`src/rtl/lnk_csr_pkg.sv`:
```
`timescale 1ns/1ps
package lnk_csr_pkg;

   typedef enum logic [2:0] {
      ST_DETECT   = 3'd0,
      ST_POLL_ACT = 3'd1,
      ST_POLL_CFG = 3'd2,
      ST_CONFIG   = 3'd3,
      ST_L0       = 3'd4,
      ST_L0S      = 3'd5,
      ST_L1       = 3'd6,
      ST_RECOVERY = 3'd7
   } lts_state_e;

   localparam logic [1:0] WORD_BASE = 2'd0;
   localparam logic [1:0] WORD_CAP  = 2'd1;
   localparam logic [1:0] WORD_CTL  = 2'd2;
   localparam logic [1:0] WORD_CTL2 = 2'd3;

   // expand four byte enables into a 32-bit bit mask
   function automatic logic [31:0] be_to_mask(input logic [3:0] be);
      logic [31:0] m;
      for (int b = 0; b < 4; b++) m[b*8 +: 8] = {8{be[b]}};
      return m;
   endfunction

   function automatic logic link_up(input lts_state_e s);
      return (s == ST_L0) || (s == ST_L0S) || (s == ST_L1);
   endfunction

endpackage

```
`src/rtl/lnk_csr_wonce.sv`:
```
`timescale 1ns/1ps
module lnk_csr_wonce #(
   parameter int          W   = 8,
   parameter logic [W-1:0] RST = '0
) (
   input  logic         clk,
   input  logic         rst_n,
   input  logic         wr_en,
   input  logic [W-1:0] wdata,
   output logic [W-1:0] val,
   output logic         locked
);

   if (W < 1) begin : g_bad_w
      $error("lnk_csr_wonce: W must be positive");
   end

   always_ff @(posedge clk or negedge rst_n) begin
      if (!rst_n) begin
         val    <= RST;
         locked <= 1'b0;
      end else if (wr_en && !locked) begin
         val    <= wdata;
         locked <= 1'b1;
      end
   end

   // once locked the value never moves until cold reset
   a_r3_locked_stable : assert property (@(posedge clk) disable iff (!rst_n)
      locked |=> $stable(val));

endmodule

```
`src/rtl/lnk_csr_train.sv`:
```
`timescale 1ns/1ps
module lnk_csr_train
   import lnk_csr_pkg::*;
(
   input  logic       clk,
   input  logic       rst_n,
   input  logic       retrain_wr,
   input  lts_state_e st,
   output logic       retrain_req,
   output logic       train_status
);

   logic pend_q;
   logic in_cr;

   assign in_cr = (st == ST_CONFIG) || (st == ST_RECOVERY);

   always_ff @(posedge clk or negedge rst_n) begin
      if (!rst_n) begin
         retrain_req <= 1'b0;
         pend_q      <= 1'b0;
      end else begin
         retrain_req <= retrain_wr;
         if (retrain_wr)  pend_q <= 1'b1;
         else if (in_cr)  pend_q <= 1'b0;
      end
   end

   assign train_status = pend_q | in_cr;

   // a request on the wire always coincides with training shown
   a_r6_req_shows_training : assert property (@(posedge clk) disable iff (!rst_n)
      retrain_req |-> train_status);

endmodule

```
`src/rtl/lnk_csr_ctl2.sv`:
```
`timescale 1ns/1ps
module lnk_csr_ctl2
   import lnk_csr_pkg::*;
#(
   parameter int MAX_SPEED = 2
) (
   input  logic        clk,
   input  logic        rst_n,
   input  logic        wr_en,
   input  logic [1:0]  be,
   input  logic [15:0] wdata,
   input  lts_state_e  st,
   output logic [15:0] ctl2
);

   localparam logic [15:0] WMASK = 16'hFFBF;
   localparam logic [15:0] RSTV  = 16'h0001;
   localparam logic [3:0]  MS    = 4'(MAX_SPEED);

   lts_state_e  prev_q;
   logic        entry;
   logic [15:0] m;
   logic [15:0] merged;
   logic [3:0]  tgt_sel;
   logic [15:0] nxt;
   logic [31:0] bm;

   assign bm     = be_to_mask({2'b00, be});
   assign m      = wr_en ? (bm[15:0] & WMASK) : 16'h0000;
   assign merged = (ctl2 & ~m) | (wdata & m);
   assign entry  = (st == ST_POLL_CFG) && (prev_q != ST_POLL_CFG);

   if (MAX_SPEED == 1) begin : g_spd_fixed
      assign tgt_sel = 4'd1;
   end else begin : g_spd_sel
      assign tgt_sel = ((merged[3:0] >= 4'd1) && (merged[3:0] <= MS)) ?
                       merged[3:0] : ctl2[3:0];
   end

   always_comb begin
      nxt      = merged;
      nxt[3:0] = tgt_sel;
      if (entry) nxt[9:7] = 3'b000;
   end

   always_ff @(posedge clk or negedge rst_n) begin
      if (!rst_n) begin
         ctl2   <= RSTV;
         prev_q <= ST_DETECT;
      end else begin
         prev_q <= st;
         if (wr_en || entry) ctl2 <= nxt;
      end
   end

   // entering PollConfig leaves margin zero
   a_r10_margin_cleared : assert property (@(posedge clk) disable iff (!rst_n)
      entry |=> (ctl2[9:7] == 3'b000));

   // target speed never holds an unsupported code
   a_r11_tgt_legal : assert property (@(posedge clk) disable iff (!rst_n)
      (ctl2[3:0] >= 4'd1) && (ctl2[3:0] <= MS));

endmodule

```
`src/rtl/lnk_csr_top.sv`:
```
`timescale 1ns/1ps
module lnk_csr_top
   import lnk_csr_pkg::*;
#(
   parameter int ADDR_W      = 8,
   parameter int MAX_WIDTH   = 4,
   parameter int MAX_SPEED   = 2,
   parameter int L0S_LAT_RST = 2,
   parameter int L1_LAT_RST  = 3
) (
   input  logic              clk,
   input  logic              rst_cold_n,
   input  logic              rst_warm_n,
   input  logic              bus_wr,
   input  logic              bus_rd,
   input  logic [ADDR_W-1:0] bus_addr,
   input  logic [3:0]        bus_be,
   input  logic [31:0]       bus_wdata,
   output logic [31:0]       bus_rdata,
   input  logic [2:0]        lts_state,
   input  logic [5:0]        neg_width,
   input  logic [3:0]        neg_speed,
   input  logic              eq_req_set,
   output logic              retrain_req,
   output logic [1:0]        aspm_ctl,
   output logic              ext_sync,
   output logic [3:0]        tgt_speed,
   output logic [2:0]        tx_margin,
   output logic              enter_comp
);

   localparam logic [5:0] MW      = 6'(MAX_WIDTH);
   localparam logic [3:0] MS      = 4'(MAX_SPEED);
   localparam logic [5:0] LAT_RST = {3'(L1_LAT_RST), 3'(L0S_LAT_RST)};
   localparam int         NWORDS  = 4;

   if (ADDR_W < 5) begin : g_bad_addr
      $error("lnk_csr_top: ADDR_W must be at least 5");
   end
   if (!(MAX_WIDTH == 1 || MAX_WIDTH == 2 || MAX_WIDTH == 4)) begin : g_bad_width
      $error("lnk_csr_top: MAX_WIDTH must be 1, 2 or 4");
   end
   if (MAX_SPEED < 1 || MAX_SPEED > 2) begin : g_bad_speed
      $error("lnk_csr_top: MAX_SPEED must be 1 or 2");
   end
   if (L0S_LAT_RST < 0 || L0S_LAT_RST > 7 || L1_LAT_RST < 0 || L1_LAT_RST > 7) begin : g_bad_lat
      $error("lnk_csr_top: latency defaults must fit in 3 bits");
   end

   logic              rst_any_n;
   lts_state_e        st;
   logic              in_range;
   logic [1:0]        word;
   logic [NWORDS-1:0] wr_w;
   logic [19:0]       base_val;
   logic              base_lock;
   logic [5:0]        lat_val;
   logic              lat_lock;
   logic              retrain_wr;
   logic              train_status;
   logic [15:0]       ctl2;
   logic              eq_q;
   logic [5:0]        width_rd;
   logic [31:0]       rd_mux [NWORDS];
   logic              unused_bits;

   assign rst_any_n = rst_cold_n & rst_warm_n;
   assign st        = lts_state_e'(lts_state);
   assign in_range  = (bus_addr[ADDR_W-1:4] == '0);
   assign word      = bus_addr[3:2];

   for (genvar i = 0; i < NWORDS; i++) begin : g_wsel
      assign wr_w[i] = bus_wr && in_range && (word == 2'(i));
   end

   lnk_csr_wonce #(.W(20), .RST(20'h0)) u_base (
      .clk    (clk),
      .rst_n  (rst_cold_n),
      .wr_en  (wr_w[WORD_BASE] && (&bus_be[3:1])),
      .wdata  (bus_wdata[31:12]),
      .val    (base_val),
      .locked (base_lock)
   );

   lnk_csr_wonce #(.W(6), .RST(LAT_RST)) u_lat (
      .clk    (clk),
      .rst_n  (rst_cold_n),
      .wr_en  (wr_w[WORD_CAP] && bus_be[1] && bus_be[2]),
      .wdata  (bus_wdata[17:12]),
      .val    (lat_val),
      .locked (lat_lock)
   );

   assign retrain_wr = wr_w[WORD_CTL] && bus_be[0] && bus_wdata[5];

   lnk_csr_train u_train (
      .clk          (clk),
      .rst_n        (rst_any_n),
      .retrain_wr   (retrain_wr),
      .st           (st),
      .retrain_req  (retrain_req),
      .train_status (train_status)
   );

   lnk_csr_ctl2 #(.MAX_SPEED(MAX_SPEED)) u_ctl2 (
      .clk   (clk),
      .rst_n (rst_cold_n),
      .wr_en (wr_w[WORD_CTL2]),
      .be    (bus_be[1:0]),
      .wdata (bus_wdata[15:0]),
      .st    (st),
      .ctl2  (ctl2)
   );

   // non-sticky control and the write-one-to-clear request
   always_ff @(posedge clk or negedge rst_any_n) begin
      if (!rst_any_n) begin
         aspm_ctl <= 2'b00;
         ext_sync <= 1'b0;
         eq_q     <= 1'b0;
      end else begin
         if (wr_w[WORD_CTL] && bus_be[0]) begin
            aspm_ctl <= bus_wdata[1:0];
            ext_sync <= bus_wdata[7];
         end
         if (eq_req_set)
            eq_q <= 1'b1;
         else if (wr_w[WORD_CTL2] && bus_be[2] && bus_wdata[21])
            eq_q <= 1'b0;
      end
   end

   assign width_rd = link_up(st) ? neg_width : 6'h00;

   assign rd_mux[0] = {base_val, 12'h000};
   assign rd_mux[1] = {9'h000, 1'b1, 4'h0, lat_val, 2'b11, MW, MS};
   assign rd_mux[2] = {4'h0, train_status, 1'b0, width_rd, neg_speed,
                       8'h00, ext_sync, 1'b0, 1'b0, 3'b000, aspm_ctl};
   assign rd_mux[3] = {10'h000, eq_q, 5'h00, ctl2};

   always_ff @(posedge clk or negedge rst_any_n) begin
      if (!rst_any_n)               bus_rdata <= 32'h0;
      else if (bus_rd && in_range)  bus_rdata <= rd_mux[word];
      else                          bus_rdata <= 32'h0;
   end

   assign tgt_speed  = ctl2[3:0];
   assign tx_margin  = ctl2[9:7];
   assign enter_comp = ctl2[4];
   assign unused_bits = ^{bus_addr[1:0], base_lock, lat_lock};

   // a retrain request only follows a bus write
   a_r5_req_after_write : assert property (@(posedge clk) disable iff (!rst_any_n)
      retrain_req |-> $past(bus_wr));

   // a hardware request is always captured
   a_r9_set_captured : assert property (@(posedge clk) disable iff (!rst_any_n)
      eq_req_set |=> eq_q);

   // the flag never rises without a hardware request
   a_r9_no_spurious : assert property (@(posedge clk) disable iff (!rst_any_n)
      $rose(eq_q) |-> $past(eq_req_set));

   // nothing is returned in a cycle that follows no read
   a_r2_idle_zero : assert property (@(posedge clk) disable iff (!rst_any_n)
      !bus_rd |=> (bus_rdata == 32'h0));

endmodule

```
`config.mk`:
```
export PLATFORM = sky130hd
export DESIGN_NAME = lnk_csr_top
export DESIGN_NICKNAME = d
export VERILOG_FILES = /design/src/rtl/lnk_csr_pkg.sv /design/src/rtl/lnk_csr_wonce.sv /design/src/rtl/lnk_csr_train.sv /design/src/rtl/lnk_csr_ctl2.sv /design/src/rtl/lnk_csr_top.sv
export SDC_FILE = /design/constraint.sdc
export NUM_CORES = 1
export LEC_CHECK = 0
export BUFFER_PORTS_ARGS = -buffer_cell sky130_fd_sc_hd__buf_2
export CORE_MARGIN = 8
export CORE_UTILIZATION = 54
export CTS_CLUSTER_DIAMETER = 50
export DETAILED_ROUTE_END_ITERATION = 16
export PLACE_DENSITY = 0.92
export SKIP_LAST_GASP = 1
export SYNTH_ARGS = -nofsm -noshare
export SYNTH_HDL_FRONTEND = slang
export SYNTH_SLANG_ARGS = --single-unit
```
`constraint.sdc`:
```
create_clock -name clk -period 3.1 [get_ports clk]
set_input_delay 0.155 -clock clk [delete_from_list [all_inputs] [get_ports clk]]
set_output_delay 0.155 -clock clk [all_outputs]
set_load 0.05 [all_outputs]
```
# Word level (Yosys, flattened, before mapping)
# Cells that the tools add are included.
dict set report totals {
  in_bits 63
  wordCells 73
  output_inout_bits 44
  ff_bits 85
}
dict set report op_classes {
  mux 11
  bitwise 7
  n_lt_le_gt_ge 3
  reduce_logical 29
  eq_ne 10
}
# op count
set ops {}
lappend ops {{32-bit two-way mux} 3}
lappend ops {{32-bit binary-select mux with 2-bit select} 1}
lappend ops {{16-bit bitwise AND} 2}
lappend ops {{1-bit logical AND} 17}
lappend ops {{16-bit two-way mux} 1}
lappend ops {{16-bit inverter} 1}
lappend ops {{16-bit OR} 1}
lappend ops {{3-bit equality test (second input constant)} 4}
lappend ops {{3-bit by 2-bit equality test with 1-bit output (second input constant)} 2}
lappend ops {{6-bit two-way mux} 1}
lappend ops {{2-bit equality test (second input constant)} 2}
lappend ops {{4-bit by 1-bit greater-or-equal comparator with 1-bit output (second input constant)} 1}
lappend ops {{4-bit by 2-bit less-or-equal comparator with 1-bit output (second input constant)} 1}
lappend ops {{4-bit zero test} 1}
lappend ops {{1-bit logical OR} 4}
lappend ops {{1-bit two-way mux} 4}
lappend ops {{2-bit nonzero test} 2}
lappend ops {{3-bit greater-or-equal comparator (second input constant)} 1}
lappend ops {{3-bit two-way mux} 1}
lappend ops {{3-bit by 2-bit != test with 1-bit output (second input constant)} 1}
lappend ops {{2-bit inverter with 3-bit output} 1}
lappend ops {{3-bit AND reduction} 1}
lappend ops {{2-bit by 1-bit equality test with 1-bit output (second input constant)} 1}
lappend ops {{1-bit zero test} 2}
lappend ops {{4 further kinds} 4}

# Logic depth before layout (Yosys ltp)
dict set report depth {
  depth_word 10
  depth_mapped 6
}

# Cells and area by module
# A second synthesis with hierarchy kept.
dict set report unflattened {
  hier_cells 258
  hier_area_um2 3469.6
}
# module instances area_per_inst_um2 cells_per_inst seq_area_each_um2
set by_module_without_submodules {}
lappend by_module_without_submodules {lnk_csr_top 1 1529.0 140 900.9}
lappend by_module_without_submodules {{lnk_csr_wonce at u_base} 1 868.3 45 525.5}
lappend by_module_without_submodules {lnk_csr_ctl2 1 704.4 52 451.7}
lappend by_module_without_submodules {{lnk_csr_wonce at u_lat} 1 300.3 16 178.9}
lappend by_module_without_submodules {lnk_csr_train 1 67.6 5 50.0}

# Worst setup path before layout
# OpenSTA, ideal clock, no wires.
dict set report synth_path {
  path_kind {input -> register}
  start {input bus_addr[7]}
  end {register u_base.val[10]}
  path_slack_ps 1557
  stages 5
  setup_ps 125
  t_arrival_ps 1417
  t_required_ps 2975
  path_cell_list {nor4_4 > and4_1 > nand4b_2 > buf_6 > mux2_4}
}
dict set report synth_between {
  elab_chain_len 5
}
# element line
set synth_rtl {}
lappend synth_rtl {{start: declaration} lnk_csr_top.sv:16} ;# input logic [ADDR_W-1:0] bus_addr,
lappend synth_rtl {{4-bit zero test} lnk_csr_top.sv:69} ;# assign in_range = (bus_addr[ADDR_W-1:4] == '0);
lappend synth_rtl {{1-bit logical AND (2 in series)} lnk_csr_top.sv:73} ;# assign wr_w[i] = bus_wr && in_range && (word == 2'(i));
lappend synth_rtl {{1-bit logical AND} lnk_csr_top.sv:79} ;# .wr_en (wr_w[WORD_BASE] && (&bus_be[3:1])),
lappend synth_rtl {{1-bit logical AND} lnk_csr_wonce.sv:22} ;# end else if (wr_en && !locked) begin
lappend synth_rtl {{end signal: assignment} lnk_csr_wonce.sv:23} ;# val <= wdata;
lappend synth_rtl {{end: declaration} lnk_csr_wonce.sv:10} ;# output logic [W-1:0] val,
# Every way passes these cells.
# A chain may end at the register's enable or synchronous reset.

# Worst setup path after layout
dict set report layout_path {
  start {input bus_addr[7]}
  end {register u_base.val[1]}
}
# The elaborated chain is that of the path after synthesis.

==> metrics.md <==
| Metric | Value |
|---|---|
| Status | `finished, final reports clean` |
| Async SR Flop Fraction | `1.00` |
| First-pass GRT wire length | `roughly 13 mm` |
| Clock Skew | `13.5 ps` |
| Combinational share of power | `0.087` |
| Sw Ratio | `0.233` |
| Rel. slew slack | `0.360` |
| WP buf/inv | `3` |
| Area after DPL | `3960 um^2` |
| Synth area leaders | `dfrtp_1, mux2_4, mux2_2` |
| Post-route cell area | `4190 um^2` |
| WL/cell | `18.3 um` |
| Vias in the first global route | `2568` |
| Commonest non-fill, non-tap cell in the layout | `buf_2` |
| Fin Hold WS | `14.2 ps` |
| Max Buffers Root-to-Sink | `2` |
| Worst Path Arrival | `around 2100 ps` |
| Die height | `95.5 um` |
| Setup Buffers After CTS | `0` |
| Most frequent cells in the layout | `buf_2, dfrtp_1, nor2_1` |
| Worst EP required | `3330 ps` |
| Post-synth top flop | `dfrtp_1` |
| Worst vdd ir | `0.331 mV` |
| Core Area | `6240 um^2` |
| Leak pwr | `between 2 and 2.5 nW` |
| Root buffer selected by CTS | `clkbuf_8` |
| Initial Util | `0.547` |
| Syn_area_per_cell | `~13 um^2` |
| CP startpoint | `bus_addr[7]` |
| Cell taking the most area after synthesis | `dfrtp_1` |
| Die footprint | `9120 um^2` |
| Net switching power figure | `483 uW` |
| Std-Cell Rows | `29` |
| Min-Delay Startpoint | `eq_req_set` |
| Max-slew violations | `0` |
| Clk_lat worst skew | `340 ps` |
| Gr usage total | `0.185` |
| Crit-path leading delay family | `simple AND/OR/NAND/NOR gates` |
| Final setup margin | `between 1000 and 1500 ps` |
| Clk slew on worst S/H paths | `approximately 80 ps` |
| Routability congestion estimate | `0.737` |
| Crit path cell chain | `buf_2 > nor4_4 > buf_4 > and4_1 > nand4b_2 > buf_4 > mux2_4` |
| Drt first-iter violations | `59` |
| Chip width | `95.5 um` |
| RSZ-0062 raised after global routing | `false` |
| Initial antenna violation count | `0` |
| Total Wirelength | `8.12 mm` |
| Cts bufs inserted | `9` |
| Flop and latch count out of synthesis | `84` |
| Gr ovfl total | `0` |
| Antenna Nets Post-Route | `0` |
| CP Capture Type | `flop` |
| Drt via density | `~5.3` |
| Final period util | `0.596` |
| Mapped cell area | `around 3400 um^2` |
| Worst-path fanout max | `12` |
| Crit path launch type | `primary input` |
| Fmax | `0.541 GHz` |
| Largest stage delay, worst path | `410 ps` |
| Setup_tns | `0 ps` |
| Largest net degree at the start of global routing | `47` |
| CTS tree | `yes` |
| CTS resizes | `0` |
| Crit Path Class | `in -> reg` |
| Post-synth EDFFs | `0` |
| DR pass1 iterations | `4` |
| Clock Sinks | `84` |
| Ports | `107` |
| Nets | `426` |
| Yosys top cell area share | `0.586` |
| Max-cap violations | `0` |
| Pint | `1.59 mW` |
| Post-synthesis sequential area ratio | `0.617` |
| Buffers on Ports | `103` |
| DP Worst Slack | `915 ps` |
| Pwr per Cell Area | `between 400 and 500 nW/um^2` |
| Minimum clock period | `1850 ps` |
| CP max-delay cell | `nand4b_2` |
| Final setup fails | `0` |
| Unique masters post-synth | `33` |
| Clk pwr share | `0.363` |
| # DRC | `0` |
| Post-DP HPWL | `6.02 mm` |
| Post-synth net total | `320` |
| Seq pwr share | `0.549` |
| Layout cells sized above 1 | `0.452` |
| FF-to-FF Start | `u_base.locked` |
| # H-tree levels | `3` |
| Final Hold Fails | `0` |
| Antenna diodes | `0` |
| Worst Hold Class | `in -> reg` |
| Syn Inst Count | `about 260` |
| Fillers | `464` |
| Total number of vias | `2358` |
| Slew @ Worst Pin | `960 ps` |
| CP most frequent cell | `buf_4` |
| Synthesis-to-layout area growth | `22.8%` |
| Ys Warns | `0` |
per-layer routing:
metal | routed length (um) | track usage
met1 | 3330 | 0.219
met2 | 4110 | 0.312
met3 | 553 | 0.0425
met4 | 128 | 0.0909
met5 | 0 | 0
layout make-up:
| class | instances | area (um^2) | area share |
|---|---|---|---|
| sequential | 84 | 2110 | 0.503 |
| multi-input combinational | 149 | 1180 | 0.281 |
| inverter | 6 | 22.5 | 0.00537 |
| timing repair buffer | 113 | 603 | 0.144 |
| clock buffer | 13 | 149 | 0.0355 |
| tap | 77 | 96.3 | 0.0230 |
| clock inverter | 2 | 37.5 | 0.00896 |
repair_timing:
item / in CTS / in global routing
hold endpoints to repair: 41 / 0
setup endpoints to repair: 0 / 0
hold buffers: 5 / 0
flip-flops by register name, indices dropped and copies added (netlist names), named ones only:
name and flops:
bus_rdata 32, u_base.val 20, u_ctl2.ctl2 7, u_lat.val 6, u_ctl2.prev_q 3, aspm_ctl 2, eq_q 1, ext_sync 1
u_base.locked 1, u_lat.locked 1, u_train.pend_q 1, u_train.retrain_req 1
power by group through the flow:
stage | combinational (mW) | clock [mW] | sequential [mW]
6_report | 0.181 | 0.753 | 1.14
5_1_grt | 0.200 | 0.806 | 1.14
4_1_cts | 0.184 | 0.770 | 1.14
3_5_place_dp | 0.179 | 0 | 1.16
3_3_place_gp | 0.173 | 0 | 1.16
2_1_floorplan | 0.0768 | 0 | 1.18
path summary, 6_finish.rpt:
path	endpoint	slack, ps	depth (start not counted)
max in group asynchronous	bus_rdata[27]	1800	3
max reg2reg	u_base.val[1]	1410	3
min in group asynchronous	bus_rdata[30]	90	2
min	eq_q	10	2
min reg2reg	u_lat.locked	460	1
max	u_base.val[1]	1250	7
metrics by stage:
stage,util,instances,total power [mW]
6_report,0.672,444,2.07
3_3_place_gp,0.634,424,1.33
5_1_grt,0.672,444,2.15
4_1_cts,0.672,444,2.09
3_5_place_dp,0.634,424,1.34
2_1_floorplan,-,257,1.25
Yosys cell counts (all sizes together), types with 5 or more instances:
library cell   n
nor2          30
a21oi          8
o21ai          5
clkbuf         8
mux2          39
nand2          8
dfrtp         80
mux2i          9
buf           10
and3          13
a22oi          8
inv            6
logic make-up (layout without fill, tap and decap cells):
logic type,count (synthesis),after routing,synth area share
buffers and inverters,24,134,0.0388
and+or+nand+nor,72,72,0.111
muxes,48,48,0.176
DFF,84,84,0.617
AOI/OAI and AO/OA,28,28,0.0542
xor gates and xnor gates,1,1,0.00257
Note: power is estimated with default switching activity, not from simulation.
